<file path="src/rtl/rtc_pkg.sv">
package rtc_pkg;

    typedef enum logic [1:0] {
        BUS_IDLE,
        BUS_READ,
        BUS_WRITE,
        BUS_PFAIL
    } bus_state_e;

    // All fields are 8 bits; unused high bits are held at zero by write masking
    typedef struct packed {
        logic       stop;
        logic       ftest;
        logic       cen_bit;
        logic       cen_en;
        logic [7:0] sec;
        logic [7:0] min;
        logic [7:0] hour;
        logic [7:0] day;
        logic [7:0] date;
        logic [7:0] month;
        logic [7:0] year;
    } rtc_time_t;

    function automatic logic [7:0] bcd_inc(input logic [7:0] v);
        if (v[3:0] >= 4'd9)
            return {v[7:4] + 4'd1, 4'd0};
        else
            return {v[7:4], v[3:0] + 4'd1};
    endfunction

    function automatic logic leap_year(input logic [7:0] yr);
        if (yr[4])
            return (yr[3:0] == 4'd2) || (yr[3:0] == 4'd6);
        else
            return (yr[3:0] == 4'd0) || (yr[3:0] == 4'd4) || (yr[3:0] == 4'd8);
    endfunction

    function automatic logic [7:0] month_last(input logic [7:0] mon, input logic [7:0] yr);
        case (mon)
            8'h02:                      return leap_year(yr) ? 8'h29 : 8'h28;
            8'h04, 8'h06, 8'h09, 8'h11: return 8'h30;
            default:                    return 8'h31;
        endcase
    endfunction

endpackage

</file>
<file path="src/rtl/rtc_bus_fsm.sv">
module rtc_bus_fsm
    import rtc_pkg::*;
(
    input  logic       clk,
    input  logic       rst,
    input  logic       ce,
    input  logic       we,
    input  logic       pwr_fail,
    input  logic [7:0] rd_byte,
    output logic       wr_en,
    output logic [7:0] rdata
);

    bus_state_e state_q;
    bus_state_e state_d;
    logic [7:0] rd_q;

    always_comb begin
        if (pwr_fail)
            state_d = BUS_PFAIL;
        else if (ce && we)
            state_d = BUS_WRITE;
        else if (ce)
            state_d = BUS_READ;
        else
            state_d = BUS_IDLE;
    end

    always_ff @(posedge clk) begin
        if (rst) begin
            state_q <= BUS_IDLE;
            rd_q    <= 8'h00;
        end else begin
            state_q <= state_d;
            if (state_d == BUS_READ)
                rd_q <= rd_byte;
        end
    end

    always_comb begin
        wr_en = (state_d == BUS_WRITE);
        unique case (state_q)
            BUS_READ:  rdata = rd_q;
            BUS_IDLE,
            BUS_WRITE,
            BUS_PFAIL: rdata = 8'h00;
            default:   rdata = 8'h00;
        endcase
    end

endmodule

</file>
<file path="src/rtl/rtc_calendar.sv">
module rtc_calendar
    import rtc_pkg::*;
(
    input  logic       clk,
    input  logic       rst,
    input  logic       tick,
    input  logic       wr_en,
    input  logic [3:0] wr_off,
    input  logic [7:0] wdata,
    output rtc_time_t  now
);

    rtc_time_t q;
    logic adv, sec_c, min_c, hr_c, date_c, mon_c, yr_c;

    always_comb begin
        adv    = tick && !q.stop;
        sec_c  = adv    && (q.sec   >= 8'h59);
        min_c  = sec_c  && (q.min   >= 8'h59);
        hr_c   = min_c  && (q.hour  >= 8'h23);
        date_c = hr_c   && (q.date  >= month_last(q.month, q.year));
        mon_c  = date_c && (q.month >= 8'h12);
        yr_c   = mon_c  && (q.year  >= 8'h99);
    end

    always_ff @(posedge clk) begin
        if (rst) begin
            q.stop    <= 1'b0;
            q.ftest   <= 1'b0;
            q.cen_bit <= 1'b0;
            q.cen_en  <= 1'b0;
            q.sec     <= 8'h00;
            q.min     <= 8'h00;
            q.hour    <= 8'h00;
            q.day     <= 8'h01;
            q.date    <= 8'h01;
            q.month   <= 8'h01;
            q.year    <= 8'h00;
        end else begin
            // counting first; a write below overrides its own byte
            if (adv)
                q.sec <= sec_c ? 8'h00 : bcd_inc(q.sec);
            if (sec_c)
                q.min <= min_c ? 8'h00 : bcd_inc(q.min);
            if (min_c)
                q.hour <= hr_c ? 8'h00 : bcd_inc(q.hour);
            if (hr_c) begin
                q.day  <= (q.day >= 8'h07) ? 8'h01 : q.day + 8'h01;
                q.date <= date_c ? 8'h01 : bcd_inc(q.date);
            end
            if (date_c)
                q.month <= mon_c ? 8'h01 : bcd_inc(q.month);
            if (mon_c)
                q.year <= yr_c ? 8'h00 : bcd_inc(q.year);
            if (yr_c && q.cen_en)
                q.cen_bit <= !q.cen_bit;

            if (wr_en) begin
                case (wr_off)
                    4'h9: begin
                        q.stop <= wdata[7];
                        q.sec  <= wdata & 8'h7F;
                    end
                    4'hA: q.min <= wdata & 8'h7F;
                    4'hB: q.hour <= wdata & 8'h3F;
                    4'hC: begin
                        q.ftest   <= wdata[6];
                        q.cen_bit <= wdata[5];
                        q.cen_en  <= wdata[4];
                        q.day     <= wdata & 8'h07;
                    end
                    4'hD: q.date  <= wdata & 8'h3F;
                    4'hE: q.month <= wdata & 8'h1F;
                    4'hF: q.year  <= wdata;
                    default: ;
                endcase
            end
        end
    end

    assign now = q;

endmodule

</file>
<file path="src/rtl/rtc_spare_regs.sv">
module rtc_spare_regs #(
    parameter int N_BYTES = 8,
    localparam int IW = $clog2(N_BYTES)
) (
    input  logic          clk,
    input  logic          rst,
    input  logic          wr_en,
    input  logic [IW-1:0] idx,
    input  logic [7:0]    wdata,
    output logic [7:0]    rd_byte
);

    logic [7:0] regs [N_BYTES];

    for (genvar g = 0; g < N_BYTES; g++) begin : g_byte
        always_ff @(posedge clk) begin
            if (rst)
                regs[g] <= 8'h00;
            else if (wr_en && (idx == IW'(g)))
                regs[g] <= wdata;
        end
    end

    assign rd_byte = regs[idx];

endmodule

</file>
<file path="src/rtl/rtc_byte_ram.sv">
module rtc_byte_ram #(
    parameter int AW = 8,
    localparam int DEPTH = 1 << AW
) (
    input  logic          clk,
    input  logic          wr_en,
    input  logic [AW-1:0] idx,
    input  logic [7:0]    wdata,
    output logic [7:0]    rd_byte
);

    logic [7:0] mem [DEPTH];

    always_ff @(posedge clk) begin
        if (wr_en)
            mem[idx] <= wdata;
    end

    assign rd_byte = mem[idx];

endmodule

</file>
<file path="src/rtl/rtc_regfile.sv">
module rtc_regfile
    import rtc_pkg::*;
#(
    parameter int ADDR_W = 13,
    parameter int RAM_AW = 8
) (
    input  logic              clk,
    input  logic              rst,
    input  logic              ce,
    input  logic              we,
    input  logic [ADDR_W-1:0] addr,
    input  logic [7:0]        wdata,
    output logic [7:0]        rdata,
    input  logic              tick,
    input  logic              pwr_fail
);

    localparam int N_SPARE = 8;
    localparam logic [ADDR_W-5:0] WIN_TAG = '1;

    logic       wr_en;
    logic       in_win;
    logic [3:0] off;
    logic       spare_hit;
    logic [2:0] spare_idx;
    logic [7:0] spare_rd;
    logic [7:0] ram_rd;
    logic [7:0] rd_byte;
    rtc_time_t  now;

    assign in_win    = (addr[ADDR_W-1:4] == WIN_TAG);
    assign off       = addr[3:0];
    assign spare_hit = in_win && (off != 4'h0) && (off <= 4'h8);
    assign spare_idx = off[2:0] - 3'd1;

    rtc_bus_fsm u_bus (
        .clk      (clk),
        .rst      (rst),
        .ce       (ce),
        .we       (we),
        .pwr_fail (pwr_fail),
        .rd_byte  (rd_byte),
        .wr_en    (wr_en),
        .rdata    (rdata)
    );

    rtc_calendar u_cal (
        .clk    (clk),
        .rst    (rst),
        .tick   (tick),
        .wr_en  (wr_en && in_win),
        .wr_off (off),
        .wdata  (wdata),
        .now    (now)
    );

    rtc_spare_regs #(.N_BYTES(N_SPARE)) u_spare (
        .clk     (clk),
        .rst     (rst),
        .wr_en   (wr_en && spare_hit),
        .idx     (spare_idx),
        .wdata   (wdata),
        .rd_byte (spare_rd)
    );

    rtc_byte_ram #(.AW(RAM_AW)) u_ram (
        .clk     (clk),
        .wr_en   (wr_en && !in_win),
        .idx     (addr[RAM_AW-1:0]),
        .wdata   (wdata),
        .rd_byte (ram_rd)
    );

    always_comb begin
        if (!in_win) begin
            rd_byte = ram_rd;
        end else begin
            unique case (off)
                4'h0: rd_byte = 8'h00;
                4'h1, 4'h2, 4'h3, 4'h4,
                4'h5, 4'h6, 4'h7, 4'h8: rd_byte = spare_rd;
                4'h9: rd_byte = now.sec | {now.stop, 7'b0};
                4'hA: rd_byte = now.min;
                4'hB: rd_byte = now.hour;
                4'hC: rd_byte = now.day | {1'b0, now.ftest, now.cen_bit, now.cen_en, 4'b0};
                4'hD: rd_byte = now.date;
                4'hE: rd_byte = now.month;
                4'hF: rd_byte = now.year;
                default: rd_byte = 8'h00;
            endcase
        end
    end

endmodule

</file>
<file path="config.mk">
export PLATFORM = sky130hd
export DESIGN_NAME = rtc_regfile
export DESIGN_NICKNAME = d
export VERILOG_FILES = /design/src/rtl/rtc_pkg.sv /design/src/rtl/rtc_bus_fsm.sv /design/src/rtl/rtc_calendar.sv /design/src/rtl/rtc_spare_regs.sv /design/src/rtl/rtc_byte_ram.sv /design/src/rtl/rtc_regfile.sv
export SDC_FILE = /design/constraint.sdc
export NUM_CORES = 2
export LEC_CHECK = 0
export CAP_MARGIN = 20
export CORE_ASPECT_RATIO = 1.75
export CORE_UTILIZATION = 60
export DETAILED_ROUTE_END_ITERATION = 16
export DONT_BUFFER_PORTS = 1
export PLACE_DENSITY = 0.81
export SLEW_MARGIN = 10
export SYNTH_ARGS = -nofsm -noshare
export SYNTH_HDL_FRONTEND = slang
export SYNTH_SLANG_ARGS = --single-unit
export TNS_END_PERCENT = 30
</file>
<file path="constraint.sdc">
create_clock -name clk -period 5.8 [get_ports clk]
set_clock_uncertainty 0.15 [all_clocks]
set_input_delay 1.16 -clock clk [delete_from_list [all_inputs] [get_ports clk]]
set_output_delay 1.16 -clock clk [all_outputs]
set_load 0.005 [all_outputs]
</file>
# After elaboration in Yosys (flattened, before gate mapping)
# Memory sizes are Yosys's and may differ from the RTL's.
# Cells that the tools add are included.
# word_totals
regBits	70
ram_bits	2112
memories	2
# classes
addsub	14
magnitude_cmp	14
eq_ne	37
n_mux	75
bitwise_logic	10
reduce_logical	38
# memory_table
memory	words	word_bits	read_ports	rd_clocked_by_memory_dff	wr	line_no	text
u_ram.mem	256	8	1	0	1	rtc_byte_ram.sv:12	logic [7:0] mem [DEPTH];
u_spare.regs	8	8	1	0	8	rtc_spare_regs.sv:13	logic [7:0] regs [N_BYTES];
# ops
operator	n
8-bit 2-to-1 mux	34
8-bit case mux with 9 select lines	1
58-bit 2-to-1 mux	1
4-bit by 1-bit adder with 4-bit output, second input constant	12
4-bit equality test, second input constant	9
1-bit 2-to-1 mux	33
8-bit case mux with 2 select lines	2
4-bit by 3-bit equality test with 1-bit output, second input constant	6
4-bit >= comparator, second input constant	6
1-bit logical AND	22
8-bit by 3-bit equality test with 1-bit output, second input constant	2
8-bit by 7-bit >= comparator with 1-bit output, second input constant	2
16-bit 2-to-1 mux	1
3-bit equality test, second input constant	4
4-bit by 2-bit equality test with 1-bit output, second input constant	3
9-bit equality test, second input constant	1
8-bit by 1-bit adder with 8-bit output, second input constant	1
8-bit by 2-bit equality test with 1-bit output, second input constant	1
8-bit by 4-bit equality test with 1-bit output, second input constant	1
8-bit by 5-bit equality test with 1-bit output, second input constant	1
8-bit by 3-bit >= comparator with 1-bit output, second input constant	1
8-bit by 5-bit >= comparator with 1-bit output, second input constant	1
8-bit by 6-bit >= comparator with 1-bit output, second input constant	1
8-bit >= comparator	1
22 further kinds	41

# Longest topological paths before layout
# logic_depth
depth_word	15
mapped_depth	17

# Hierarchy
# From an unflattened synthesis, not the netlist that was laid out.
# unflattened
cells_unflattened	4379
area_unflattened_um2	86392.9
# by_module_without_submodules
mod	n_inst	cells_each	area_per_inst_um2	seq_area_each_um2
rtc_byte_ram	1	3539	78332.6	61499.0
rtc_calendar	1	459	3736.1	1201.2
rtc_spare_regs	1	211	3035.4	1921.8
rtc_regfile	1	118	793.3	0.0
rtc_bus_fsm	1	52	495.5	200.2

# Least setup slack after synthesis
# Ideal clock, no wire load.
# synth_path
kind	input-to-reg
start	input addr[0]
end	register u_bus.rd_q[3]
setup_ps	118
t_arrival_ps	4614
required_time_ps	5532
slack_ps	918
stages	15
path_cell_list	buf_6 -> buf_6 -> buf_6 -> buf_6 -> buf_6 -> buf_6 -> buf_6 -> inv_1 -> ha_1 -> xor2_1 -> mux2_2 -> a221oi_1 -> o21ai_0 -> or4_1 -> o2111a_1
# synth_between
elab_chain_cells	4
elab_cells_between_ends	22
cone_classes	add/sub: 1; eq/ne: 15; mux: 2; reduce/logical: 2; memory: 2
# synth_rtl
element	line_no	text
start, declared	rtc_regfile.sv:11	input logic [ADDR_W-1:0] addr,
3-bit by 1-bit subtractor with 3-bit output (tied with other cells)	rtc_regfile.sv:34	assign spare_idx = off[2:0] - 3'd1;
memory 8 x 8 bit / 8-bit OR reduction (equally long branches)	n/a	
8-bit case mux with 9 select lines	rtc_regfile.sv:78	unique case (off)
8-bit 2-to-1 mux *	rtc_regfile.sv:75	if (!in_win) begin
end signal, assigned	rtc_bus_fsm.sv:36	rd_q <= rd_byte;
end, declared	rtc_bus_fsm.sv:16	logic [7:0] rd_q;
# Mark *: on every way between the ends. The rest lies on a longest branch, timed or not.
# A chain may end at the register's enable or synchronous reset.

# Worst setup path after layout
# layout_path
start	input addr[0]
end	register u_bus.rd_q[1]
# The elaborated chain is that of the path after synthesis.

==> Flow_metrics.wiki <==
{| class="wikitable"
! Metric !! Value
|-
| Result of the run || finished, violations left
|-
| Violations in the final reports || design-rule violations
|-
| CTS clock-pin slew for the worst setup and hold paths || 0.07 ns
|-
| Average wire per cell in the routed design || 36.6 um
|-
| Maximum root-to-sink buffer count || 3
|-
| Area of combinational cells with multiple inputs || 21000 um2
|-
| CP Class || in -> reg
|-
| First DRT Iteration DRCs || 6698
|-
| Initial antenna violation count || 6
|-
| Number of routed nets with antenna violations || 0
|-
| Final weighted congestion in routability-driven placement || 0.933
|-
| Final setup violation count || 0
|-
| Via count of the routed design || 46700
|-
| Pin count of the biggest net entering global routing || 615
|-
| Synthesized-area fraction occupied by ao, oa, aoi and oai cells || 0.0389
|-
| Basic-gate share of the synthesized area counting and, or, nand and nor cells || 0.0417
|-
| RSZ-0062 raised after global routing || false
|-
| Cells after DPL || 6165
|-
| Final slew viol count || 0
|-
| H-tree Lvls || 4
|-
| Top cells by area in the synthesized netlist || sky130_fd_sc_hd__edfxtp_1 (72%), sky130_fd_sc_hd__mux4_2 (12%), sky130_fd_sc_hd__mux2i_1 (2.3%)
|-
| Maximum resistive drop on vdd || 0.304 mV
|-
| Most used flip-flop cell after synthesis || sky130_fd_sc_hd__edfxtp_1
|-
| Port Buffers || 0
|-
| Worst Setup End Kind || flip-flop
|-
| Static leakage || 29.6 nW
|-
| WL final || 237 mm
|-
| Number of warnings issued by yosys || 0
|-
| Filler Cells Inserted || 8819
|-
| First-pass iteration count of the detailed router || 14
|-
| Die area || 147000 um2
|-
| Number of design rule violations left after detail routing || 2
|-
| Required time of the critical path || 6.34 ns
|-
| Highest fanout seen on the critical path || 113
|-
| Post-CTS Setup Inserts || 0
|-
| Total global-route track usage || 0.321
|-
| Fin crit period || 5.40 ns
|-
| Clock Latency Late Sink || 0.83 ns
|-
| Num Clock Sinks || 2182
|-
| Row count || 185
|-
| Fmax achieved || 185 MHz
|-
| Worst min-delay path class || in -> reg
|-
| Cell count after synthesis || 4504
|-
| Final hold violation count || 0
|-
| Width of the die || 291 um
|-
| Vertical extent of the die || 507 um
|-
| Fin Setup TNS || 0 ns
|-
| Total CTS buffers || 171
|-
| Filler-free cell count of the finished design || 6487
|-
| Clock root cell || sky130_fd_sc_hd__clkbuf_16
|-
| Global-route wire length before repair || 333 mm
|-
| Synth Net Count || 4575
|-
| Multiplexer share of the synthesized area || 0.151
|-
| Number of global-route vias before repair || 47400
|-
| Syn avg cell area || 19.4 um2
|-
| Area of the core || 145000 um2
|-
| Share of post-route cells with drive strength above 1 || 0.189
|-
| Overflow left after global routing || 0
|-
| Power density normalized to cell area || 319 nW/um2
|-
| Adder-cell share of the synthesized area || 0.00629
|-
| Dominant combinational cell family by area after synthesis || multiplexers
|-
| Period Utilization, post-route || 0.931
|-
| Starting utilization of the core area || 0.604
|-
| Number of flip-flops and latches in the synthesized netlist || 2182
|-
| CTS-repair resized insts || 0
|-
| Area fraction of the dominant cell type after synthesis || 0.725
|-
| Number of placed I/O pins || 35
|-
| Area leader, netlist || sky130_fd_sc_hd__edfxtp_1
|-
| Dpl hpwl || 136 mm
|-
| Vias per cell || 7.19
|-
| Max-slew headroom at the worst pin || 0.0281
|-
| Clock tree from TritonCTS || done
|-
| Max-cap viol count || 0
|-
| Area of the mapped netlist || 87500 um2
|-
| Async set or reset register ratio after synthesis || 0
|-
| Data arrival at the endpoint of the critical path || 5.94 ns
|-
| Synth-to-layout area growth || 8.02%
|-
| NumNets Final || 4548
|-
| Kind of start point of the critical path || input pin
|-
| Part of the Yosys area used for sequential elements || 0.741
|-
| Combined flip-flop and latch cell area || 64800 um2
|-
| Number of enable flip-flop cells after synthesis || 2112
|-
| Actual slew at the worst max-slew pin || 1.46 ns
|-
| Number of distinct library cells after synthesis || 84
|-
| Synth Area in XOR/XNOR || 0.00110
|}
cells by family (layout without fill, tap and decap cells):
group / Yosys count / in the layout
compound gates: 479 / 479
xor+xnor: 11 / 11
fa+ha+maj: 44 / 44
buf+inv: 316 / 427
flops: 2182 / 2182
mux: 700 / 700
other cells: 0 / 2
simple gates: 772 / 772
critical path, stage by stage:
cell                      delay [ns]
sky130_fd_sc_hd__buf_16         0.52
sky130_fd_sc_hd__buf_16         0.56
sky130_fd_sc_hd__buf_16         0.41
sky130_fd_sc_hd__buf_16         0.38
sky130_fd_sc_hd__mux4_2         0.63
sky130_fd_sc_hd__a22oi_1        0.63
sky130_fd_sc_hd__a21oi_1        0.18
sky130_fd_sc_hd__nor4_1         0.50
sky130_fd_sc_hd__and3_1         0.35
sky130_fd_sc_hd__o21ai_0        0.09
worst paths after layout:
check                             startpoint                    endpoint  slack [ns]  depth (start not counted)
setup / recovery                     addr[0]  u_bus.rd_q[1]$_SDFFE_PP0N_        0.40                         10
hold reg to reg   u_cal.now[59]$_SDFFE_PP0P_  u_cal.now[59]$_SDFFE_PP0P_        0.34                          2
hold / removal                           rst    u_cal.now[11]$_SDFF_PP0_        0.25                          1
setup reg to reg     u_cal.now[8]$_SDFF_PP1_    u_cal.now[57]$_SDFF_PP0_        1.48                         14
placed cells by master (no fill, tap or decap), types with 11 or more instances in the layout:
cell	count
sky130_fd_sc_hd__a211oi_1	21
sky130_fd_sc_hd__a21oi_1	76
sky130_fd_sc_hd__a221oi_1	33
sky130_fd_sc_hd__a22o_1	13
sky130_fd_sc_hd__a22oi_1	132
sky130_fd_sc_hd__a311oi_1	12
sky130_fd_sc_hd__a41oi_1	13
sky130_fd_sc_hd__and2_1	17
sky130_fd_sc_hd__and3_1	80
sky130_fd_sc_hd__buf_4	70
sky130_fd_sc_hd__clkbuf_1	23
sky130_fd_sc_hd__clkbuf_16	178
sky130_fd_sc_hd__clkinv_1	37
sky130_fd_sc_hd__clkinv_2	38
sky130_fd_sc_hd__clkinvlp_4	11
sky130_fd_sc_hd__dfxtp_1	70
sky130_fd_sc_hd__edfxtp_1	2112
sky130_fd_sc_hd__ha_1	44
sky130_fd_sc_hd__inv_1	28
sky130_fd_sc_hd__mux2_2	12
sky130_fd_sc_hd__mux2i_1	199
sky130_fd_sc_hd__mux4_1	11
sky130_fd_sc_hd__mux4_2	478
sky130_fd_sc_hd__nand2_1	112
sky130_fd_sc_hd__nand2b_1	15
sky130_fd_sc_hd__nand3_1	61
sky130_fd_sc_hd__nand3_2	15
sky130_fd_sc_hd__nand4_1	14
sky130_fd_sc_hd__nor2_1	334
sky130_fd_sc_hd__nor2b_1	15
sky130_fd_sc_hd__nor3_1	36
sky130_fd_sc_hd__nor4_1	16
sky130_fd_sc_hd__o211ai_1	27
sky130_fd_sc_hd__o21ai_0	56
sky130_fd_sc_hd__o22ai_1	16
area by class of cell:
class	count	share of cell area
multi-input cells	2006	0.222
well taps	1870	0.0248
inverters	32	0.00130
clock inverters	109	0.00913
clock buffers	202	0.0479
repair buffers	84	0.00872
flip-flops and latches	2182	0.686
diodes	2	0.0000529
synth_stat cells (18+ instances only):
library cell,instances
sky130_fd_sc_hd__nor2_1,337
sky130_fd_sc_hd__edfxtp_1,2112
sky130_fd_sc_hd__and3_1,80
sky130_fd_sc_hd__a211oi_1,21
sky130_fd_sc_hd__nor3_1,37
sky130_fd_sc_hd__mux2i_1,199
sky130_fd_sc_hd__and2_1,18
sky130_fd_sc_hd__o211ai_1,27
sky130_fd_sc_hd__buf_1,19
sky130_fd_sc_hd__o21ai_0,56
sky130_fd_sc_hd__nand3_1,76
sky130_fd_sc_hd__buf_6,48
sky130_fd_sc_hd__buf_2,53
sky130_fd_sc_hd__nor2b_1,20
sky130_fd_sc_hd__a21oi_1,76
sky130_fd_sc_hd__mux4_2,478
sky130_fd_sc_hd__clkbuf_1,141
sky130_fd_sc_hd__ha_1,44
sky130_fd_sc_hd__dfxtp_1,70
sky130_fd_sc_hd__nand2_1,112
sky130_fd_sc_hd__a221oi_1,33
sky130_fd_sc_hd__a22oi_1,132
sky130_fd_sc_hd__inv_1,29
per-layer routing:
metal	track usage	part of all wire	vias up
met5	0	0.00019	-
met4	0.272	0.10	6
met3	0.0684	0.10	940
met2	0.538	0.50	3586
met1	0.350	0.30	23700
li1	-	-	18500
flip-flops by register name, indices dropped and copies added (netlist names):
signal / count
u_ram.mem: 2048
u_spare.regs: 64
u_cal.now: 60
u_bus.rd_q: 8
u_bus.state_q: 2
timing repair:
item	in CTS	in global routing
endpoints found under the hold margin	0	0
hold buffers	0	0
setup endpoints to repair	0	8
metrics by stage:
step / util / instance area, um2 / hold WS [ns] / total power [mW] / worst slack [ns]
after floorplan: - / 87500 / 0.300 / 18.5 / 0.918
after global placement: 0.613 / 88900 / 0.320 / 18.7 / 1.02
after detailed placement: 0.614 / 88900 / 0.323 / 18.7 / 0.866
after CTS: 0.651 / 94300 / 0.234 / 29.9 / 1.53
after global routing: 0.652 / 94500 / 0.240 / 30.6 / 0.274
final: 0.652 / 94500 / 0.248 / 30.1 / 0.399
power breakdown:
group / internal (mW) / leakage, nW / switching, mW
logic: 0.511 / 7.37 / 0.718
registers: 17.3 / 19.6 / 0.0154
clock network: 6.06 / 2.64 / 5.52
total: 23.9 / 29.6 / 6.26
(Power assumes the default switching activity.)
